<file path="src/rtl/tribus_pkg.sv">
package tribus_pkg;
  localparam int unsigned INSTR_W = 32;
  localparam int unsigned ILEN    = 4;

  typedef enum logic [3:0] {
    OP_ADD = 4'd0,
    OP_SUB = 4'd1,
    OP_AND = 4'd2,
    OP_OR  = 4'd3,
    OP_XOR = 4'd4,
    OP_LDI = 4'd5
  } opcode_e;

  typedef enum logic [2:0] {
    ALU_ADD, ALU_SUB, ALU_AND, ALU_OR, ALU_XOR, ALU_PASSB
  } alu_op_e;

  typedef enum logic {
    ST_FETCH = 1'b0,
    ST_EXEC  = 1'b1
  } state_e;
endpackage

</file>
<file path="src/rtl/tribus_regfile.sv">
module tribus_regfile #(
  parameter int unsigned NREG  = 16,
  parameter int unsigned DW    = 32,
  localparam int unsigned IDX_W = $clog2(NREG)
) (
  input  logic             clk_i,
  input  logic             rst_ni,
  input  logic [IDX_W-1:0] ra_idx_i,
  input  logic [IDX_W-1:0] rb_idx_i,
  output logic [DW-1:0]    ra_data_o,
  output logic [DW-1:0]    rb_data_o,
  input  logic             we_i,
  input  logic [IDX_W-1:0] wr_idx_i,
  input  logic [DW-1:0]    wr_data_i
);
  logic [DW-1:0] regs_q [NREG];

  for (genvar g = 0; g < NREG; g++) begin : g_reg
    always_ff @(posedge clk_i or negedge rst_ni) begin
      if (!rst_ni)
        regs_q[g] <= '0;
      else if (we_i && (wr_idx_i == IDX_W'(g)))
        regs_q[g] <= wr_data_i;
    end
  end

  // Reads come straight from the array, so a same-cycle write is not seen until the next cycle.
  assign ra_data_o = regs_q[ra_idx_i];
  assign rb_data_o = regs_q[rb_idx_i];
endmodule

</file>
<file path="src/rtl/tribus_alu.sv">
module tribus_alu
  import tribus_pkg::*;
#(
  parameter int unsigned DW = 32
) (
  input  alu_op_e       op_i,
  input  logic [DW-1:0] a_i,
  input  logic [DW-1:0] b_i,
  output logic [DW-1:0] y_o
);
  always_comb begin
    unique case (op_i)
      ALU_ADD:   y_o = a_i + b_i;
      ALU_SUB:   y_o = a_i - b_i;
      ALU_AND:   y_o = a_i & b_i;
      ALU_OR:    y_o = a_i | b_i;
      ALU_XOR:   y_o = a_i ^ b_i;
      ALU_PASSB: y_o = b_i;
      default:   y_o = '0;
    endcase
  end
endmodule

</file>
<file path="src/rtl/tribus_pc_unit.sv">
module tribus_pc_unit #(
  parameter int unsigned AW       = 32,
  parameter int unsigned STEP     = 4,
  parameter logic [AW-1:0] RESET_PC = '0
) (
  input  logic          clk_i,
  input  logic          rst_ni,
  input  logic          adv_i,
  output logic [AW-1:0] pc_o
);
  logic [AW-1:0] pc_q;
  logic [AW-1:0] pc_next;

  // Dedicated adder; the ALU is never used for the PC.
  assign pc_next = pc_q + AW'(STEP);

  always_ff @(posedge clk_i or negedge rst_ni) begin
    if (!rst_ni)    pc_q <= RESET_PC;
    else if (adv_i) pc_q <= pc_next;
  end

  assign pc_o = pc_q;
endmodule

</file>
<file path="src/rtl/tribus_ctrl.sv">
module tribus_ctrl
  import tribus_pkg::*;
#(
  parameter int unsigned NREG  = 16,
  localparam int unsigned IDX_W = $clog2(NREG)
) (
  input  logic               clk_i,
  input  logic               rst_ni,
  input  logic               valid_i,
  input  logic [INSTR_W-1:0] rdata_i,
  output logic               req_o,
  output logic               fetch_done_o,
  output logic               exec_o,
  output logic [INSTR_W-1:0] instr_o,
  output logic [IDX_W-1:0]   ra_o,
  output logic [IDX_W-1:0]   rb_o,
  output logic [IDX_W-1:0]   rd_o,
  output logic               we_o,
  output logic               use_imm_o,
  output logic [15:0]        imm_o,
  output alu_op_e            alu_op_o
);
  state_e             state_q;
  logic [INSTR_W-1:0] ir_q;
  logic [3:0]         opc;

  assign req_o        = (state_q == ST_FETCH);
  assign exec_o       = (state_q == ST_EXEC);
  assign fetch_done_o = req_o && valid_i;

  always_ff @(posedge clk_i or negedge rst_ni) begin
    if (!rst_ni) begin
      state_q <= ST_FETCH;
      ir_q    <= '0;
    end else if (fetch_done_o) begin
      state_q <= ST_EXEC;
      ir_q    <= rdata_i;
    end else if (exec_o) begin
      state_q <= ST_FETCH;
    end
  end

  assign instr_o   = ir_q;
  assign opc       = ir_q[31:28];
  assign rd_o      = ir_q[24 +: IDX_W];
  assign ra_o      = ir_q[20 +: IDX_W];
  assign rb_o      = ir_q[16 +: IDX_W];
  assign imm_o     = ir_q[15:0];
  assign use_imm_o = (opc == OP_LDI);

  always_comb begin
    alu_op_o = ALU_ADD;
    we_o     = 1'b0;
    unique case (opc)
      OP_ADD: begin alu_op_o = ALU_ADD;   we_o = exec_o; end
      OP_SUB: begin alu_op_o = ALU_SUB;   we_o = exec_o; end
      OP_AND: begin alu_op_o = ALU_AND;   we_o = exec_o; end
      OP_OR:  begin alu_op_o = ALU_OR;    we_o = exec_o; end
      OP_XOR: begin alu_op_o = ALU_XOR;   we_o = exec_o; end
      OP_LDI: begin alu_op_o = ALU_PASSB; we_o = exec_o; end
      default: ;
    endcase
  end
endmodule

</file>
<file path="src/rtl/tribus_core.sv">
module tribus_core
  import tribus_pkg::*;
#(
  parameter int unsigned NREG     = 16,
  parameter int unsigned DW       = 32,
  parameter int unsigned AW       = 32,
  parameter logic [AW-1:0] RESET_PC = '0,
  localparam int unsigned IDX_W   = $clog2(NREG)
) (
  input  logic               clk_i,
  input  logic               rst_ni,
  output logic               imem_req_o,
  output logic [AW-1:0]      imem_addr_o,
  input  logic               imem_valid_i,
  input  logic [INSTR_W-1:0] imem_rdata_i,
  output logic               exec_o,
  output logic [DW-1:0]      bus_a_o,
  output logic [DW-1:0]      bus_b_o,
  output logic [DW-1:0]      bus_c_o,
  output logic               wb_en_o,
  output logic [IDX_W-1:0]   wb_idx_o
);
  logic               fetch_done;
  logic [INSTR_W-1:0] instr_q;
  logic [IDX_W-1:0]   ra_idx, rb_idx, rd_idx;
  logic               we, use_imm;
  logic [15:0]        imm;
  alu_op_e            alu_op;
  logic [DW-1:0]      rf_a, rf_b, bus_a, bus_b, bus_c;

  tribus_ctrl #(.NREG(NREG)) u_ctrl (
    .clk_i, .rst_ni,
    .valid_i      (imem_valid_i),
    .rdata_i      (imem_rdata_i),
    .req_o        (imem_req_o),
    .fetch_done_o (fetch_done),
    .exec_o       (exec_o),
    .instr_o      (instr_q),
    .ra_o         (ra_idx),
    .rb_o         (rb_idx),
    .rd_o         (rd_idx),
    .we_o         (we),
    .use_imm_o    (use_imm),
    .imm_o        (imm),
    .alu_op_o     (alu_op)
  );

  tribus_pc_unit #(.AW(AW), .STEP(ILEN), .RESET_PC(RESET_PC)) u_pc (
    .clk_i, .rst_ni,
    .adv_i (fetch_done),
    .pc_o  (imem_addr_o)
  );

  tribus_regfile #(.NREG(NREG), .DW(DW)) u_rf (
    .clk_i, .rst_ni,
    .ra_idx_i  (ra_idx),
    .rb_idx_i  (rb_idx),
    .ra_data_o (rf_a),
    .rb_data_o (rf_b),
    .we_i      (we),
    .wr_idx_i  (rd_idx),
    .wr_data_i (bus_c)
  );

  // Bus A has no mux; bus B selects the immediate for load-immediate.
  assign bus_a = rf_a;
  assign bus_b = use_imm ? DW'(imm) : rf_b;

  tribus_alu #(.DW(DW)) u_alu (
    .op_i (alu_op),
    .a_i  (bus_a),
    .b_i  (bus_b),
    .y_o  (bus_c)
  );

  assign bus_a_o  = bus_a;
  assign bus_b_o  = bus_b;
  assign bus_c_o  = bus_c;
  assign wb_en_o  = we;
  assign wb_idx_o = rd_idx;
endmodule

</file>
<file path="config.mk">
export PLATFORM = sky130hd
export DESIGN_NAME = tribus_core
export DESIGN_NICKNAME = d
export VERILOG_FILES = /design/src/rtl/tribus_pkg.sv /design/src/rtl/tribus_regfile.sv /design/src/rtl/tribus_alu.sv /design/src/rtl/tribus_pc_unit.sv /design/src/rtl/tribus_ctrl.sv /design/src/rtl/tribus_core.sv
export SDC_FILE = /design/constraint.sdc
export NUM_CORES = 1
export LEC_CHECK = 0
export CORE_UTILIZATION = 40
export DETAILED_ROUTE_END_ITERATION = 16
export PLACE_DENSITY_LB_ADDON = 0.05
export RECOVER_POWER = 100
export SYNTH_ARGS = -nofsm -noshare
export SYNTH_HDL_FRONTEND = slang
export SYNTH_SLANG_ARGS = --single-unit
</file>
<file path="constraint.sdc">
create_clock -name clk_i -period 22.1 [get_ports clk_i]
set_input_delay 4.42 -clock clk_i [delete_from_list [all_inputs] [get_ports clk_i]]
set_output_delay 4.42 -clock clk_i [all_outputs]
set_load 0.05 [all_outputs]
</file>
==> impl_metrics.env <==
export IMPL_hold_path_class="reg -> reg"
export IMPL_grtUsageMet1_pct=37.79
export IMPL_top_usage_layer="met2"
export IMPL_initial_core_util_pct=40.69
export IMPL_core_sq_um=80940
export IMPL_placed_area_sq_um=35660
export IMPL_use_met3_pct=6.181
export IMPL_crit_type="reg -> out"
export IMPL_yosys_warnings=0
export IMPL_clock_sinks=575
export IMPL_area_delta_synth_final_pct=14.74
export IMPL_ios=170
export IMPL_drtIter0Drc=2173
export IMPL_grt_pass1_wl_mm=166.1
export IMPL_synth_top_cells_by_area="dfrtp_1 44%, mux4_2 20%, a21oi_1 6.3%"
export IMPL_ys_flop_type="dfrtp_1"
export IMPL_antenna_found_initial=4
export IMPL_routed_via_density=5.968
export IMPL_power_density_nw_per_um2=186.7
export IMPL_tightest_slew_ps=6487
export IMPL_vias=25010
export IMPL_clk_pin_slew_ps=50
export IMPL_slew_viol_final=824
export IMPL_die_y_um=288.9
export IMPL_yosysMostFrequentCell="dfrtp_1"
export IMPL_ys_types=73
export IMPL_required_ps=17680
export IMPL_clk_root_buffer_cell="clkbuf_16"
export IMPL_start_kind="flip-flop"
export IMPL_cts_tree="done"
export IMPL_use_met2_pct=41.82
export IMPL_hpwl_mm=69.77
export IMPL_post_cts_buffers=0
export IMPL_cts_made_buffers=70
export IMPL_synth_common_cells="575 x dfrtp_1, 427 x nor2_1, 416 x a21oi_1"
export IMPL_avgSynthCellArea_sq_um=10.97
export IMPL_seq_area_frac_synth_pct=43.69
export IMPL_grt_max_degree=111
export IMPL_timing_slew_headroom_pct=-332.4
export IMPL_cts_resized=0
export IMPL_leakagePower_nw=16.41
export IMPL_wl_per_cell_um=26.73
export IMPL_final_design_area_no_fill_sq_um=37790
export IMPL_post_route_min_period_ps=16360
export IMPL_insertion_delay_ps=620
export IMPL_critPathArrivalTime_ps=11940
export IMPL_row_count=104
export IMPL_die_area_sq_um=83480
export IMPL_maxCapViolCount=16
export IMPL_clockBufferDepth=3
export IMPL_htree_levels=3
export IMPL_post_synth_top_area_fraction_pct=43.69
export IMPL_hold_viol_final=0
export IMPL_netlist_area_sq_um=32930
export IMPL_ant_nets=0
export IMPL_ff2ff_path_depth=22
export IMPL_synth_edff_count=0
export IMPL_gr_usage_all_layers_pct=27.11
export IMPL_grt_overflow=0
export IMPL_grt_pass1_vias=24980
export IMPL_gp_congestion=0.8742
export IMPL_yosys_area_top_type="dfrtp_1"
export IMPL_peakVddDrop_mv=0.1418
export IMPL_finalWirelength_mm=112.0
export IMPL_violations="capacitance limit, slew limit"
export IMPL_synth_seq_cells=575
export IMPL_finalSetupViolations=0
export IMPL_layout_worst_path_cycle_share_pct=74.05
export IMPL_hold_depth=1
export IMPL_cp_max_fo=47
export IMPL_drc=0
export IMPL_async_flop_share_pct=100.0
export IMPL_fmax_mhz=61.11
export IMPL_rsz0062_at_grt="no"
export IMPL_cp_end_kind="output port"
export IMPL_layout_nets=3212
export IMPL_netlist_instances=3003
export IMPL_run_status="finished, violations left"
export IMPL_die_width_um=288.9
export IMPL_skew_ps=24.62
export IMPL_postCtsHoldBufs=0
export IMPL_dr_pass1_iters=8
export IMPL_tns_ps=0
export IMPL_port_buffers=167
export IMPL_drive_above_1_share_pct=17.42
critical path, stage by stage, from the launching register on:
cell and delay, ps:
dfrtp_1 2090, clkbuf_1 2300, mux4_2 730, mux2i_1 220, o22ai_1 110, buf_4 230
inv_1 100, nand2_1 80, or3_1 330, nor4_1 880, a21oi_1 210, xnor2_1 180
ha_1 350, a21oi_1 200, o21bai_1 80, a21oi_1 190, nor2b_1 70, o21a_1 160
o21ai_0 130, a31oi_1 140, xnor2_1 160, o21ai_0 1280, dlygate4sd3_1 1030
path summary, 6_finish.rpt:
kind                                     from                  to  slack, ps
max reg2reg                u_ctrl.instr_o[16]    u_rf.regs_q[415]      11370
min in group asynchronous              rst_ni  u_ctrl.instr_o[10]       6220
max                        u_ctrl.instr_o[16]         bus_c_o[31]       5740
max in group asynchronous              rst_ni    u_rf.regs_q[431]       6520
min                             u_pc.pc_o[31]       u_pc.pc_o[31]        470
min reg2reg                     u_pc.pc_o[31]       u_pc.pc_o[31]        470
final cells by class:
type / instances / area, sq um
fill: 7533 / 43150
antenna: 1 / 2.502
timing repair buffer: 253 / 2196
clock inverter: 20 / 251.5
tap: 1060 / 1326
clock buffer: 102 / 2107
sequential: 575 / 14400
inverter: 105 / 394.1
multi-input combinational: 2074 / 17110
sequential cells by signal, indices dropped and copies added, names as in the netlist:
signal,count
u_pc.pc_o,30
u_ctrl.exec_o,1
u_rf.regs_q,512
u_ctrl.instr_o,32
per-layer routing:
metal	vias to the layer above	part of all wire [%]
met5	-	0
met4	0	2.9
met3	191	8.0
met2	941	46
met1	12860	44
li1	11020	-
cell families (layout without fill, tap and decap cells):
logic type | count (synthesis) | after routing | share of synthesized area [%]
buffers and inverters | 355 | 480 | 4.685
adders and majority gates | 98 | 98 | 3.746
AOI/OAI and AO/OA | 730 | 730 | 12.58
DFF | 575 | 575 | 43.69
muxes | 396 | 396 | 23.26
other | 1 | 3 | 0.01139
and+or+nand+nor | 758 | 758 | 9.635
xor gates and xnor gates | 90 | 90 | 2.394
through the flow:
stage	cells	power, W	setup slack, ps	hold slack [ps]	utilization, %
final	4190	0.007053	5736	471.9	46.69
after global routing	4189	0.007475	4217	504.3	46.68
after CTS	4189	0.007226	8836	482.9	46.97
after detailed placement	4067	0.006006	9528	473.7	44.05
after global placement	4067	0.005941	9605	462.5	44.05
after floorplan	3004	0.004576	11460	460.9	-
placed cells by master (no fill, tap or decap), types with 11 or more instances in the layout:
cell type | synthesis | routed
a21o_1 | 18 | 18
a21oi_1 | 416 | 415
a31oi_1 | 11 | 11
buf_4 | 21 | 51
clkbuf_1 | 172 | 48
clkbuf_16 | 0 | 74
clkbuf_8 | 0 | 15
clkdlybuf4s50_1 | 0 | 37
dfrtp_1 | 575 | 570
dlygate4sd3_1 | 0 | 129
ha_1 | 97 | 97
inv_1 | 105 | 105
mux2_2 | 47 | 46
mux2i_1 | 53 | 53
mux4_2 | 287 | 287
nand2_1 | 205 | 205
nand3_1 | 25 | 25
nand4_1 | 11 | 11
nor2_1 | 427 | 417
nor2b_1 | 13 | 12
nor3_1 | 20 | 18
o21ai_0 | 171 | 173
o22ai_1 | 16 | 16
xnor2_1 | 70 | 70
xor2_1 | 20 | 20
power by group:
| part | switching, W | internal, W |
|---|---|---|
| Clock | 0.000470 | 0.000719 |
| Combinational | 0.00263 | 0.00141 |
| Sequential | 0.000352 | 0.00147 |
(Power assumes the default switching activity.)
